**src/rtl/br_pkg.sv**
```systemverilog
package br_pkg;

    localparam int unsigned OFF_W = 16;
    localparam int unsigned IMM_W = 32;
    localparam logic [2:0] CLS_WIDE   = 3'd5;
    localparam logic [2:0] CLS_NARROW = 3'd6;
    localparam logic [3:0] CODE_LAST  = 4'hd;

    typedef enum logic [3:0] {
        C_ALWAYS = 4'h0,
        C_EQ     = 4'h1,
        C_UGT    = 4'h2,
        C_UGE    = 4'h3,
        C_BITS   = 4'h4,
        C_NE     = 4'h5,
        C_SGT    = 4'h6,
        C_SGE    = 4'h7,
        C_CALL   = 4'h8,
        C_RET    = 4'h9,
        C_ULT    = 4'ha,
        C_ULE    = 4'hb,
        C_SLT    = 4'hc,
        C_SLE    = 4'hd
    } cond_e;

    typedef struct packed {
        logic       is_jump;
        logic       wide;
        logic       use_reg;
        logic [3:0] code;
    } dec_t;

    typedef struct packed {
        logic eq;
        logic ult;
        logic slt;
        logic nz;
    } rel_t;

    typedef struct packed {
        logic taken;
        logic call;
        logic ret;
        logic bad;
    } verdict_t;

    function automatic dec_t decode(input logic [7:0] op);
        dec_t d;
        d.is_jump = (op[2:0] == CLS_WIDE) || (op[2:0] == CLS_NARROW);
        d.wide    = (op[2:0] == CLS_WIDE);
        d.use_reg = op[3];
        d.code    = op[7:4];
        return d;
    endfunction

    function automatic verdict_t judge(input dec_t d, input rel_t r);
        verdict_t v;
        v = '0;
        if (!d.is_jump || (d.code > CODE_LAST) ||
            (!d.wide && (d.code == C_ALWAYS || d.code == C_RET))) begin
            v.bad = 1'b1;
        end else begin
            case (cond_e'(d.code))
                C_ALWAYS: v.taken = 1'b1;
                C_EQ:     v.taken = r.eq;
                C_NE:     v.taken = !r.eq;
                C_BITS:   v.taken = r.nz;
                C_UGT:    v.taken = !r.ult && !r.eq;
                C_UGE:    v.taken = !r.ult;
                C_ULT:    v.taken = r.ult;
                C_ULE:    v.taken = r.ult || r.eq;
                C_SGT:    v.taken = !r.slt && !r.eq;
                C_SGE:    v.taken = !r.slt;
                C_SLT:    v.taken = r.slt;
                C_SLE:    v.taken = r.slt || r.eq;
                C_CALL:   v.call  = 1'b1;
                C_RET:    v.ret   = 1'b1;
                default:  v.bad   = 1'b1;
            endcase
        end
        return v;
    endfunction

endpackage

```
**src/rtl/br_opsel.sv**
```systemverilog
module br_opsel
    import br_pkg::*;
#(
    parameter int unsigned XW = 64
) (
    input  dec_t              dec,
    input  logic [XW-1:0]     dst,
    input  logic [XW-1:0]     src,
    input  logic [IMM_W-1:0]  imm,
    output logic [XW-1:0]     op_a,
    output logic [XW-1:0]     op_b
);
    localparam int unsigned EXT_W = XW - IMM_W;

    logic [XW-1:0] imm_ext;
    logic [XW-1:0] b_raw;

    assign imm_ext = {{EXT_W{imm[IMM_W-1]}}, imm};
    assign b_raw   = dec.use_reg ? src : imm_ext;

    // Narrow compares: both operands sign-extended from bit 31 keeps both
    // unsigned and signed order of the low halves, so one comparator serves.
    assign op_a = dec.wide ? dst   : {{EXT_W{dst[IMM_W-1]}},   dst[IMM_W-1:0]};
    assign op_b = dec.wide ? b_raw : {{EXT_W{b_raw[IMM_W-1]}}, b_raw[IMM_W-1:0]};

endmodule

```
**src/rtl/br_cond.sv**
```systemverilog
module br_cond
    import br_pkg::*;
#(
    parameter int unsigned XW = 64
) (
    input  logic [XW-1:0] op_a,
    input  logic [XW-1:0] op_b,
    output rel_t          rel
);
    always_comb begin
        rel.eq  = (op_a == op_b);
        rel.ult = (op_a < op_b);
        rel.slt = ($signed(op_a) < $signed(op_b));
        rel.nz  = |(op_a & op_b);
    end


    always_comb begin
        eq_lt_excl_chk: assert (!(rel.eq && (rel.ult || rel.slt)));
    end

endmodule

```
**src/rtl/br_pcgen.sv**
```systemverilog
module br_pcgen
    import br_pkg::*;
#(
    parameter int unsigned PC_W = 32
) (
    input  logic [PC_W-1:0]  pc,
    input  logic [OFF_W-1:0] off,
    input  logic             taken,
    output logic [PC_W-1:0]  next_pc
);
    logic [PC_W-1:0] off_ext;
    logic [PC_W-1:0] step;

    generate
        if (PC_W > OFF_W) begin : g_sext
            assign off_ext = {{(PC_W-OFF_W){off[OFF_W-1]}}, off};
        end else begin : g_trunc
            assign off_ext = off[PC_W-1:0];
        end
    endgenerate

    assign step    = taken ? off_ext : '0;
    assign next_pc = pc + PC_W'(1) + step;

endmodule

```
**src/rtl/branch_resolve.sv**
```systemverilog
module branch_resolve
    import br_pkg::*;
#(
    parameter int unsigned DATA_W = 64,
    parameter int unsigned PC_W   = 32
) (
    input  logic              clk,
    input  logic              rst,
    input  logic              in_valid,
    input  logic [7:0]        opcode,
    input  logic [DATA_W-1:0] dst_val,
    input  logic [DATA_W-1:0] src_val,
    input  logic [31:0]       imm,
    input  logic [15:0]       offset,
    input  logic [PC_W-1:0]   pc,
    output logic              out_valid,
    output logic              out_taken,
    output logic [PC_W-1:0]   out_next_pc,
    output logic              out_call,
    output logic              out_exit,
    output logic              out_illegal
);
    dec_t              dec;
    rel_t              rel;
    verdict_t          verdict;
    logic [DATA_W-1:0] op_a;
    logic [DATA_W-1:0] op_b;
    logic [PC_W-1:0]   nxt;

    assign dec = decode(opcode);

    br_opsel #(.XW(DATA_W)) u_opsel (
        .dec  (dec),
        .dst  (dst_val),
        .src  (src_val),
        .imm  (imm),
        .op_a (op_a),
        .op_b (op_b)
    );

    br_cond #(.XW(DATA_W)) u_cond (
        .op_a (op_a),
        .op_b (op_b),
        .rel  (rel)
    );

    assign verdict = judge(dec, rel);

    br_pcgen #(.PC_W(PC_W)) u_pcgen (
        .pc      (pc),
        .off     (offset),
        .taken   (verdict.taken),
        .next_pc (nxt)
    );

    always_ff @(posedge clk) begin
        if (rst) begin
            out_valid   <= 1'b0;
            out_taken   <= 1'b0;
            out_call    <= 1'b0;
            out_exit    <= 1'b0;
            out_illegal <= 1'b0;
            out_next_pc <= '0;
        end else begin
            out_valid   <= in_valid;
            out_taken   <= in_valid && verdict.taken;
            out_call    <= in_valid && verdict.call;
            out_exit    <= in_valid && verdict.ret;
            out_illegal <= in_valid && verdict.bad;
            out_next_pc <= nxt;
        end
    end


    valid_follow_chk: assert property (@(posedge clk) disable iff (rst)
        in_valid |=> out_valid);


    idle_quiet_chk: assert property (@(posedge clk) disable iff (rst)
        !in_valid |=> !out_valid && !out_taken && !out_call && !out_exit && !out_illegal);


    flag_onehot_chk: assert property (@(posedge clk) disable iff (rst)
        $onehot0({out_taken, out_call, out_exit, out_illegal}));


    illegal_quiet_chk: assert property (@(posedge clk) disable iff (rst)
        out_illegal |-> !out_taken && !out_call && !out_exit);


    ja_taken_chk: assert property (@(posedge clk) disable iff (rst)
        in_valid && (opcode[7:4] == 4'h0) && (opcode[2:0] == 3'd5) |=> out_taken);


    seq_pc_chk: assert property (@(posedge clk) disable iff (rst)
        out_valid && !out_taken |-> out_next_pc == $past(pc) + PC_W'(1));

endmodule

```
**config.mk**
```make
export PLATFORM = sky130hd
export DESIGN_NAME = branch_resolve
export DESIGN_NICKNAME = d
export VERILOG_FILES = /design/src/rtl/br_pkg.sv /design/src/rtl/br_opsel.sv /design/src/rtl/br_cond.sv /design/src/rtl/br_pcgen.sv /design/src/rtl/branch_resolve.sv
export SDC_FILE = /design/constraint.sdc
export NUM_CORES = 1
export LEC_CHECK = 0
export BUFFER_PORTS_ARGS = -buffer_cell sky130_fd_sc_hd__buf_2
export CAP_MARGIN = 20
export CORE_ASPECT_RATIO = 0.75
export CORE_MARGIN = 4
export CORE_UTILIZATION = 45
export CTS_CLUSTER_DIAMETER = 150
export CTS_CLUSTER_SIZE = 40
export DETAILED_ROUTE_END_ITERATION = 12
export PLACE_DENSITY = 0.74
export SLEW_MARGIN = 10
export SYNTH_ARGS = -nofsm -noshare
export SYNTH_HDL_FRONTEND = slang
export SYNTH_SLANG_ARGS = --single-unit
```
**constraint.sdc**
```tcl
create_clock -name clk -period 7.85 [get_ports clk]
set_input_delay 1.57 -clock clk [delete_from_list [all_inputs] [get_ports clk]]
set_output_delay 1.57 -clock clk [all_outputs]
set_load 0.03 [all_outputs]
```
### After elaboration in Yosys (flattened, before gate mapping)

Index checks and enable logic that the tools add are counted.
Widths: inputs -> output; s select.

| storage, ports and cells | value |
|---|---|
| register bits | 37 |
| output and inout bits | 37 |
| input port bits | 219 |
| logic and storage cells | 59 |

| operators by class | value |
|---|---|
| $lt $le $gt $ge | 3 |
| mux-type cells | 10 |
| equal/unequal tests | 16 |
| reduce and logical (&&, ||, !) cells | 21 |
| add/sub/neg operators | 2 |
| bitwise gates (word level) | 1 |

Operators with widths:

| operator | count |
|---|---|
| $mux 64 | 3 |
| $lt 64x64->1 | 2 |
| $and 64x64->64 | 1 |
| $eq 64x64->1 | 1 |
| $reduce_or 64->1 | 1 |
| $add 32x1->32 const B | 1 |
| $add 32x32->32 | 1 |
| $mux 32 | 1 |
| $eq 4x4->1 const B | 6 |
| $eq 4x3->1 const B | 4 |
| $reduce_or 14->1 | 1 |
| $pmux 1 s12 | 1 |
| $eq 4x2->1 const B | 2 |
| $logic_and 1x1->1 | 7 |
| $eq 3x3->1 const B | 2 |
| $logic_or 1x1->1 | 6 |
| $logic_not 1->1 | 5 |
| $eq 4x1->1 const B | 1 |
| $gt 4x4->1 const B | 1 |
| $logic_not 4->1 | 1 |
| $mux 1 | 4 |
| $mux 3 | 1 |

### Depth between registers and ports, before layout

Gate-level depths: netlist (run 1).

| depth | value |
|---|---|
| word-level depth | 9 |
| mapped depth | 30 |
| depth with buffers taken out | 28 |

### Hierarchy

Synthesis (run 1) repeated with hierarchy kept, for this count alone.

| second synthesis, totals | value |
|---|---|
| cell total of the unflattened synthesis | 939 |
| area, all modules | 7224.4 µm² |

By module, submodules not included:

| module | sequential area each (µm²) | cells each | area an instance (µm²) | times used |
|---|---|---|---|---|
| br_cond | 0.0 | 322 | 2626.3 | 1 |
| br_pcgen | 0.0 | 286 | 1936.9 | 1 |
| br_opsel | 0.0 | 218 | 1417.6 | 1 |
| branch_resolve | 740.7 | 113 | 1243.7 | 1 |

### Worst setup path before layout (run 1)

Ideal clock, no wire load.

| timing | value |
|---|---|
| kind | input to register |
| from | input port opcode[0] |
| to | register out_next_pc[28] |
| arrival | 7.606 ns |
| path buffers | 4 |
| stages on the path | 28 |
| setup time | 0.128 ns |
| setup slack | 0.117 ns |
| data required time | 7.722 ns |
| path through | nor2b_1 and2_1 clkbuf_1 buf_1 a21oi_1 nor2_1 ha_1 or4_1 nor3_2 and3_4 and3_4 mux2_1 a21oi_1 a211oi_2 a21oi_1 clkbuf_1 and2_1 ha_1 clkbuf_1 a21o_1 a21o_1 a21o_1 o41a_1 a221o_1 a211o_1 a21oi_1 xor2_1 nor2_1 |

| on the way | value |
|---|---|
| cells in the longest elaborated chain, start to end | 9 |
| elaborated cells on any way between the ends | 26 |
| those cells by class | add/sub: 1; order compare: 2; eq/ne: 3; mux: 5; bitwise: 1; reduce/logical: 14 |

RTL lines:

| item | line | text |
|---|---|---|
| start: declaration | branch_resolve.sv:10 | `input logic [7:0] opcode,` |
| $eq 3x3->1 | br_pkg.sv:49, br_pkg.sv:50 |  |
| $mux 64 (on tied branches) | br_opsel.sv:23, br_opsel.sv:24 |  |
| $lt 64x64->1, or another cell as far along | br_cond.sv:13 | `rel.slt = ($signed(op_a) < $signed(op_b));` |
| $logic_not 1->1 (on tied branches) | - |  |
| $logic_and 1x1->1 (on tied branches) | br_pkg.sv:72, br_pkg.sv:68 |  |
| $pmux 1 s12 | br_pkg.sv:63 | `case (cond_e'(d.code))` |
| $mux 3 (*) | br_pkg.sv:59 | `if (!d.is_jump \|\| (d.code > CODE_LAST) \|\|` |
| $mux 32 (*) | br_pcgen.sv:22 | `assign step = taken ? off_ext : '0;` |
| $add 32x32->32 (*) | br_pcgen.sv:23 | `assign next_pc = pc + PC_W'(1) + step;` |
| end signal: assignment | branch_resolve.sv:70 | `out_next_pc <= nxt;` |
| end: declaration | branch_resolve.sv:18 | `output logic [PC_W-1:0] out_next_pc,` |

Every way passes the cells marked *; elsewhere a longest branch is shown, timed or not.
A chain may end at the register's enable or synchronous reset.

### Worst setup path after layout (run 1)

Ends and elaborated chain as after synthesis.

==> results of run 1 <==
-- cells by family (layout without fill, tap and decap cells) --
family / count (synthesis) / after routing
compound gates: 208 / 208
xor+xnor: 23 / 23
fa+ha+maj: 160 / 160
buf+inv: 118 / 380
flops: 37 / 37
mux: 34 / 34
simple gates: 223 / 223
-- sequential cells by signal, summed over array words and instances, names as in the netlist --
register / cells
out_next_pc: 32
out_call: 1
out_exit: 1
out_illegal: 1
out_taken: 1
out_valid: 1
-- critical path: cells and delay by family --
| family | cells | cell delay, ns |
|---|---|---|
| buffers and inverters | 3 | 0.43 |
| AND/OR/NAND/NOR | 10 | 2.09 |
| AO/OA/AOI/OAI | 12 | 2.59 |
| XOR/XNOR | 1 | 0.17 |
| adder cells (fa/ha/maj) | 2 | 0.49 |
| multiplexers | 1 | 0.33 |
-- timing repair --
item | 4_1_cts | 5_1_grt
setup buffers | 0 | 6
resized for setup | 0 | 8
endpoints found under the setup margin | 0 | 6
-- through the flow --
stage | instance area (µm²) | utilization [%] | setup TNS (ns) | power, µW | cells
floorplan | 6240 | - | 0 | 469 | 803
global placement | 7850 | 59.1 | 0 | 610 | 1222
global route | 8110 | 61.0 | -0.0224 | 888 | 1236
detailed placement | 7850 | 59.1 | -0.0875 | 618 | 1222
CTS | 8000 | 60.2 | 0 | 823 | 1229
finish | 8110 | 61.0 | 0 | 824 | 1236
-- layout by cell type (no fill, tap or decap), types with 13 or more instances in the layout --
master / instances
nor2b_1: 13
a21oi_1: 83
nor4_1: 20
ha_1: 159
buf_2: 255
xnor2_1: 14
mux2i_1: 30
inv_1: 87
nand2_1: 15
and2_1: 15
nor3_1: 20
a21o_1: 52
nor2_1: 78
buf_4: 25
dfxtp_1: 37
o21ai_0: 20
-- final timing paths --
check	from	end	slack (ns)	cells after the start
worst min-delay path	in_valid	out_valid	1.59	3
worst max-delay path	opcode[0]	out_next_pc[28]	0.29	29
-- metal layers --
layer / up-vias / global-route usage (%)
met1: 2976 / 32.2
met4: 0 / 3.83
met5: - / 0
li1: 3364 / -
met2: 181 / 38.1
met3: 13 / 2.93
-- area by class of cell --
type / count / share of cell area [%]
tap: 171 / 2.64
clock buffer: 7 / 1.76
inverter: 87 / 4.03
timing repair buffer: 286 / 19.5
sequential: 37 / 9.14
multi-input combinational: 648 / 62.9
-- cells in the mapped netlist (all sizes together) (6+ instances only) --
library cell  instances  area, µm²
o21a                  8       60.1
mux2i                30        300
a21oi                86        430
nand2                15       56.3
nand3                11       55.1
nand2b                8       50.1
nand4                12       75.1
xnor2                14        123
dfxtp                37        741
ha                  159       1990
clkbuf               23       86.3
o21ai                21        105
inv                  87        327
buf                   8       31.3
nor2                 79        297
a211oi                7       57.6
a21o                 52        390
nor4                 20        125
nor3                 21        110
a31oi                 6       37.5
nor2b                14       87.6
and2                 16        100
xor2                  9       78.8
or4                   7       56.3
-- power breakdown --
part	switching [µW]	internal, µW
Combinational	235	182
Sequential	3.55	203
Clock	75.6	125
==> run metrics, run 1 <==
layout cells sized above 1=between 20 and 30%; P per Cell Area=102 nW/µm²; Die H=roughly 110 µm; total of max-cap violations=0; Starting Density=between 40% and 50%; ANT nets after route=0; DR DRC count=0; IO Count=~260; WHS=around 1.6 ns; register area=~740 µm²; slowest cell on the critical path=or4_4; highest metal used=met4; first-pass GRT wire length=roughly 29 mm; port buffer count=around 260; Met3 Wirelength=1.10 mm; Hold Path Class=primary input to flip-flop; Synth Area in Compound Gates=21.3%; DRT met1 WL=9.19 mm; routed wire length=~19 mm; worst-margin pin slew=roughly 0.66 ns; startpoint types=primary input; Initial DRT Pass Iterations=4; number of CTS-inserted buffers=5; pre-CTS WS=-0.0875 ns; full die area=approximately 16000 µm²; Post-synth EDFFs=0; Max Slew Vio Count=0; Multi-input gate area=~5100 µm²; clk buf depth=2; Crit Path Category=primary input to flip-flop; Synth Cell Area=between 6000 and 7000 µm²; row count=36; chip width=between 100 and 150 µm; dominant synthesized flop cell=dfxtp_1; synthesized area per cell=between 7 and 8 µm²; clock slew at reported path FFs=~0.05 ns; Slew HR=55.9%; number of global-route vias before repair=between 6000 and 7000; total core area=13300 µm²; crit-path most repeated cell=a21oi_2; antenna cells=0; Final Cycle Share=96.3%; grt total ovfl=0; largest net degree at the start of global routing=42; Final WS setup=about 0.29 ns; Final Critical Period=about 7.6 ns; vias=between 6000 and 7000; DRT iter0 DRCs=about 270; Adder-Cell Fraction of Synth Area=32.2%; synth warn=0; P_leak=approximately 0.0047 µW; nets@finish=~1400; arrival time worst endpoint=around 7.7 ns; CTS tree=yes; DP HPWL=between 15 and 20 mm; status=complete, no violations; CTS Root Cell=clkbuf_16; Max stage delay on crit path=about 0.55 ns; drt wl/cell=between 15 and 20 µm; simple-gate share of the synthesized area=between 10% and 20%; largest family of logic cells by synthesized area=adder cells; maximum vdd ir drop=0.0000683 V; area grow syn2layout=29.9%; Post-synth ARST share=0%; all-layer global routing usage=a little under a quarter; maximum clock rate=about 130 MHz; count of cell types in the netlist=just under 60; final setup fails=0; clk sink count=37; syn_nets=between 1000 and 1500; met2 wire length=roughly 8.6 mm; CP required=between 7 and 8 ns; Final Wtd Congestion=0.882; Yosys reg bits=37; mux cell area share after synthesis=around 5.5%; antenna violations before repair=0; Synth Area in XOR/XNOR=under 10%; Cells after Synth=803; Worst Setup End Kind=flip-flop; H-tree depth=2; final hold violations=0; Hold Buf Count CTS=0; vias per inst=5.29; Fill cells=roughly 1200; Max Fanout on Critical Path=16; register area share after synthesis=a little under an eighth
(Power assumes the default switching activity.)
==> inputs of run 2 (changes only) <==
Settings changed: MAX_ROUTING_LAYER set to met4, PLACE_DENSITY 0.74 to 0.71.
Clock period 7.85 ns to 8.75 ns, I/O delays scaled along.
==> run 2 against run 1 <==
Combinational power is 14% lower. Critical endpoint unchanged. Sequential share of layout area is 0.29 points higher. Total power is 8.3% lower. Critical path type unchanged. Die area stayed put. Via count is 3.4% lower. Clock-buffer cell count stayed put. Largest power group unchanged. Routed wire length is 2.7% lower. Hold slack better by 0.15 ns. Global-route usage is 0.12 points higher. Final area is 3.1% lower.
==> run metrics, run 2 (synthesized netlist as in run 1, its figures left out) <==
clock slew at reported path FFs=0.06 ns; full die area=roughly 16000 µm²; status=complete, no violations; final hold violations=0; CP required=between 8 and 9 ns; IO Count=256; port buffer count=255; Fill cells=1274; Starting Density=approximately 47%; P per Cell Area=96.1 nW/µm²; Hold Path Class=primary input to flip-flop; delay-heaviest family, CP=compound AO/OA/AOI/OAI gates; DRT iter0 DRCs=369; Hold Buf Count CTS=0; routed wire length=18.5 mm; DP Area=a little under 8000 µm²; final core occ=about three fifths; P_int=between 400 and 500 µW; Final Wtd Congestion=0.886; register area=between 700 and 800 µm²; clk buf depth=2; total of max-cap violations=0; most frequent cells in the layout=buf_2 (255), ha_1 (159), inv_1 (87), a21oi_1 (86), nor2_1 (78); P_leak=0.00457 µW; Finished Cell Area=just under 8000 µm²; ANT nets after route=0; Comb pwr share=a little under half; Max stage delay on crit path=about 0.57 ns; Multi-input gate area=just over 5000 µm²; all-layer global routing usage=between 20% and 30%; H-tree depth=2; Initial DRT Pass Iterations=4; Largest register FFs=32; most common cell after layout, fill and taps aside=buf_2; Psw=approximately 280 µW; layout cells sized above 1=a little over a quarter; antenna violations before repair=0; Max Fanout on Critical Path=32; largest net degree at the start of global routing=35; area grow syn2layout=25.9%; DR DRC count=0; Crit Path Category=primary input to flip-flop; CTS Root Cell=clkbuf_16; nets@finish=between 1000 and 1500; RSZ-0062 raised after global routing=false; final non-filler cell total=between 1000 and 1500; slowest cell on the critical path=or4_1; met3 usage in global routing=between 2 and 2.5%; crit-path most repeated cell=a21oi_1; drt wl/cell=roughly 15 µm; DP HPWL=15.7 mm; met2 usage=35.5%; worst-margin pin slew=roughly 0.69 ns; Max Slew Vio Count=0; startpoint types=primary input; # resized after CTS=0; vias per inst=just over 5; setup repair bufs after CTS=0; first-pass GRT wire length=~29 mm; clock power share=~28%; Final Critical Period=8.02 ns; Worst Setup End Kind=flip-flop; CTS tree=yes; total core area=between 10000 and 15000 µm²; grt total ovfl=0; number of CTS-inserted buffers=5; GR peak layer=met2; met1 usage=33.0%; arrival time worst endpoint=~8.2 ns; row count=36; Largest Register=out_next_pc; chip width=between 100 and 150 µm; Final Cycle Share=91.7%; number of global-route vias before repair=around 6000; part of the power in registers=between 20% and 30%; final setup fails=0; Buf/Inv on CP=3; maximum clock rate=125 MHz; maximum vdd ir drop=roughly 0.000067 V; TNS Setup=0 ns; Sw Share=36.9%; Post-Place Cells=roughly 1200; clk sink count=37; Slew HR=a little over half; Die H=110 µm; vias=6311
-- run 2: final cells by class --
class,count,area share (%)
clock inverters,1,0.382
diodes,1,0.0318
repair buffers,263,17.0
flip-flops and latches,37,9.43
inverters,87,4.16
clock buffers,7,1.82
multi-input cells,648,64.5
well taps,171,2.72
-- run 2: per-stage QoR --
| stage | setup WS [ns] | power, µW | hold slack (ns) |
|---|---|---|---|
| 4_1_cts | 0.730 | 761 | 1.72 |
| 3_5_place_dp | 0.454 | 543 | 2.03 |
| 6_report | 0.725 | 755 | 1.73 |
| 3_3_place_gp | 0.561 | 540 | 2.03 |
| 5_1_grt | 0.201 | 816 | 1.75 |
| 2_1_floorplan | 0.837 | 421 | 1.89 |
-- run 2: path summary, 6_finish.rpt --
| check | slack, ns | cells after the start | start | end |
|---|---|---|---|---|
| worst min-delay path | 1.73 | 2 | opcode[4] | out_call |
| worst max-delay path | 0.73 | 29 | opcode[0] | out_next_pc[28] |
-- run 2: metal layers --
layer / vias up / share of wire (%)
met5: - / 0
met4: 0 / 1.3
met3: 18 / 5.6
met2: 173 / 43
met1: 2807 / 50
li1: 3313 / -
-- run 2: power groups by stage --
stage / logic (µW) / clock network (µW) / registers, µW
floorplan: 203 / 0 / 218
finish: 356 / 213 / 186
detailed placement: 354 / 0 / 190
CTS: 356 / 218 / 186
global route: 401 / 228 / 187
global placement: 351 / 0 / 189
==> inputs of run 3 (changes only) <==
--- a/config.mk
+++ b/config.mk
@@ -11,5 +11,4 @@
 export CORE_MARGIN = 4
 export CORE_UTILIZATION = 45
-export CTS_CLUSTER_DIAMETER = 150
 export CTS_CLUSTER_SIZE = 40
 export DETAILED_ROUTE_END_ITERATION = 12
==> constraint.sdc (replaced) <==
create_clock -name clk -period 8.75 [get_ports clk]
set_input_delay 0.875 -clock clk [delete_from_list [all_inputs] [get_ports clk]]
set_output_delay 0.875 -clock clk [all_outputs]
set_load 0.03 [all_outputs]
==> run 3 against run 2 <==
Die area is the same. Clock-buffer cell count is 1 lower. Total power is 5.0% lower.
==> run metrics, run 3 (synthesized netlist as in run 1, its figures left out) <==
status=complete, no violations; DP HPWL=~16 mm; worst-margin pin slew=about 0.66 ns; grt total ovfl=0; setup repair bufs after CTS=0; clock power share=24.6%; DR DRC count=0; largest net degree at the start of global routing=65; Fill cells=between 1000 and 1500; area grow syn2layout=25.3%; Final Wtd Congestion=around 0.93; WHS=about 0.88 ns; antenna violations before repair=0; Final Critical Period=slightly above 7 ns; startpoint types=primary input; Max Fanout on Critical Path=64; CTS Root Cell=clkbuf_16; ANT nets after route=0; maximum vdd ir drop=~0.000056 V; P per Cell Area=between 90 and 100 nW/µm²; Max Slew Vio Count=0; Final Cycle Share=83.1%; CTS tree=yes; Slew HR=roughly 56%; Comb pwr share=between 40% and 50%; CP required=just under 9 ns; IO Count=~260; final hold violations=0; chip width=~140 µm; Largest register FFs=32; Crit Path Category=primary input to flip-flop; nets@finish=~1400; clk sink count=37; clk buf depth=2; RSZ-0062 raised after global routing=false; H-tree depth=2; DP Area=7670 µm²; Hold Buf Count CTS=0; Worst Setup End Kind=flip-flop; final setup fails=0; maximum clock rate=roughly 140 MHz; full die area=15800 µm²; number of global-route vias before repair=6100; all-layer global routing usage=22.8%; row count=36; P_int=approximately 440 µW; layout cells sized above 1=27.4%; drt wl/cell=about 15 µm; Starting Density=47.0%; total core area=13300 µm²; Largest Register=out_next_pc; most common cell after layout, fill and taps aside=buf_2; Psw=279 µW; first-pass GRT wire length=28.6 mm; part of the power in registers=between 20 and 30%; Sw Share=a little under 40%; Initial DRT Pass Iterations=5; TNS Setup=0 ns; port buffer count=between 200 and 300; vias=between 6000 and 7000; routed wire length=between 15 and 20 mm; number of CTS-inserted buffers=5; Hold Path Class=primary input to flip-flop; Die H=110 µm; vias per inst=5.23; DRT iter0 DRCs=about 290; arrival time worst endpoint=~7.4 ns; total of max-cap violations=0; P_leak=approximately 0.0046 µW; clock slew at reported path FFs=around 0.060 ns; most frequent cells in the layout=buf_2 (255), ha_1 (159), inv_1 (87), a21oi_1 (86), nor2_1 (78); # resized after CTS=0; Finished Cell Area=7820 µm²
run 3: changes by cell type in the layout (fill, tap and decap cells not counted):
cell	before	now
clkbuf_8	1	0
bufinv_16	1	0
buf_4	8	7
clkinv_2	0	2
run 3: layout make-up:
class,count,area [µm²],share of cell area [%]
multi-input cells,648,5060,64.8
repair buffers,262,1330,17.0
flip-flops and latches,37,741,9.48
inverters,87,327,4.18
well taps,171,214,2.74
clock buffers,6,129,1.65
clock inverters,2,10.0,0.128
diodes,1,2.50,0.0320
run 3: per-stage QoR:
stage / worst slack (ns) / power [µW] / util, % / cells
6_report: 1.48 / 717 / 58.8 / 1214
5_1_grt: 0.851 / 775 / 58.8 / 1213
4_1_cts: 1.48 / 722 / 58.8 / 1213
3_5_place_dp: 1.21 / 543 / 57.8 / 1205
3_3_place_gp: 1.42 / 540 / 57.8 / 1205
2_1_floorplan: 1.71 / 421 / - / 803
run 3: worst paths after layout:
kind,startpoint,to,cells after the start
worst max-delay path,opcode[0],out_next_pc[28],27
worst min-delay path,opcode[4],out_call,2
run 3: power by group through the flow:
stage / Combinational [µW] / Clock, µW / Sequential [µW]
after floorplan: 203 / 0 / 218
after global placement: 351 / 0 / 189
after detailed placement: 353 / 0 / 189
after CTS: 356 / 180 / 186
after global routing: 402 / 186 / 187
final: 355 / 176 / 186
run 3: per-layer routing:
| metal | vias up | global-route usage (%) | part of all wire, % |
|---|---|---|---|
| li1 | 3318 | - | - |
| met5 | - | - | 0 |
| met3 | 21 | 2.46 | 4.9 |
| met1 | 2843 | 32.1 | 50 |
| met4 | 0 | 3.76 | 1.1 |
| met2 | 165 | 36.2 | 44 |
run 3: critical path, stage by stage:
cell	delay, ns
buf_2	0.09
nor2b_1	0.15
and2_2	0.20
buf_4	0.50
a21oi_1	0.15
nor2_1	0.16
ha_1	0.27
or4_1	0.56
nor3_2	0.24
nand3_1	0.10
o2111ai_1	0.45
nor3b_1	0.12
a211oi_1	0.29
a21oi_1	0.11
buf_4	0.20
and2_1	0.17
ha_1	0.31
nor2b_1	0.17
o31a_1	0.29
o31ai_2	0.24
a21oi_1	0.18
o41a_1	0.41
a221o_1	0.46
a211o_1	0.32
a21oi_1	0.17
xor2_1	0.17
nor2_1	0.06
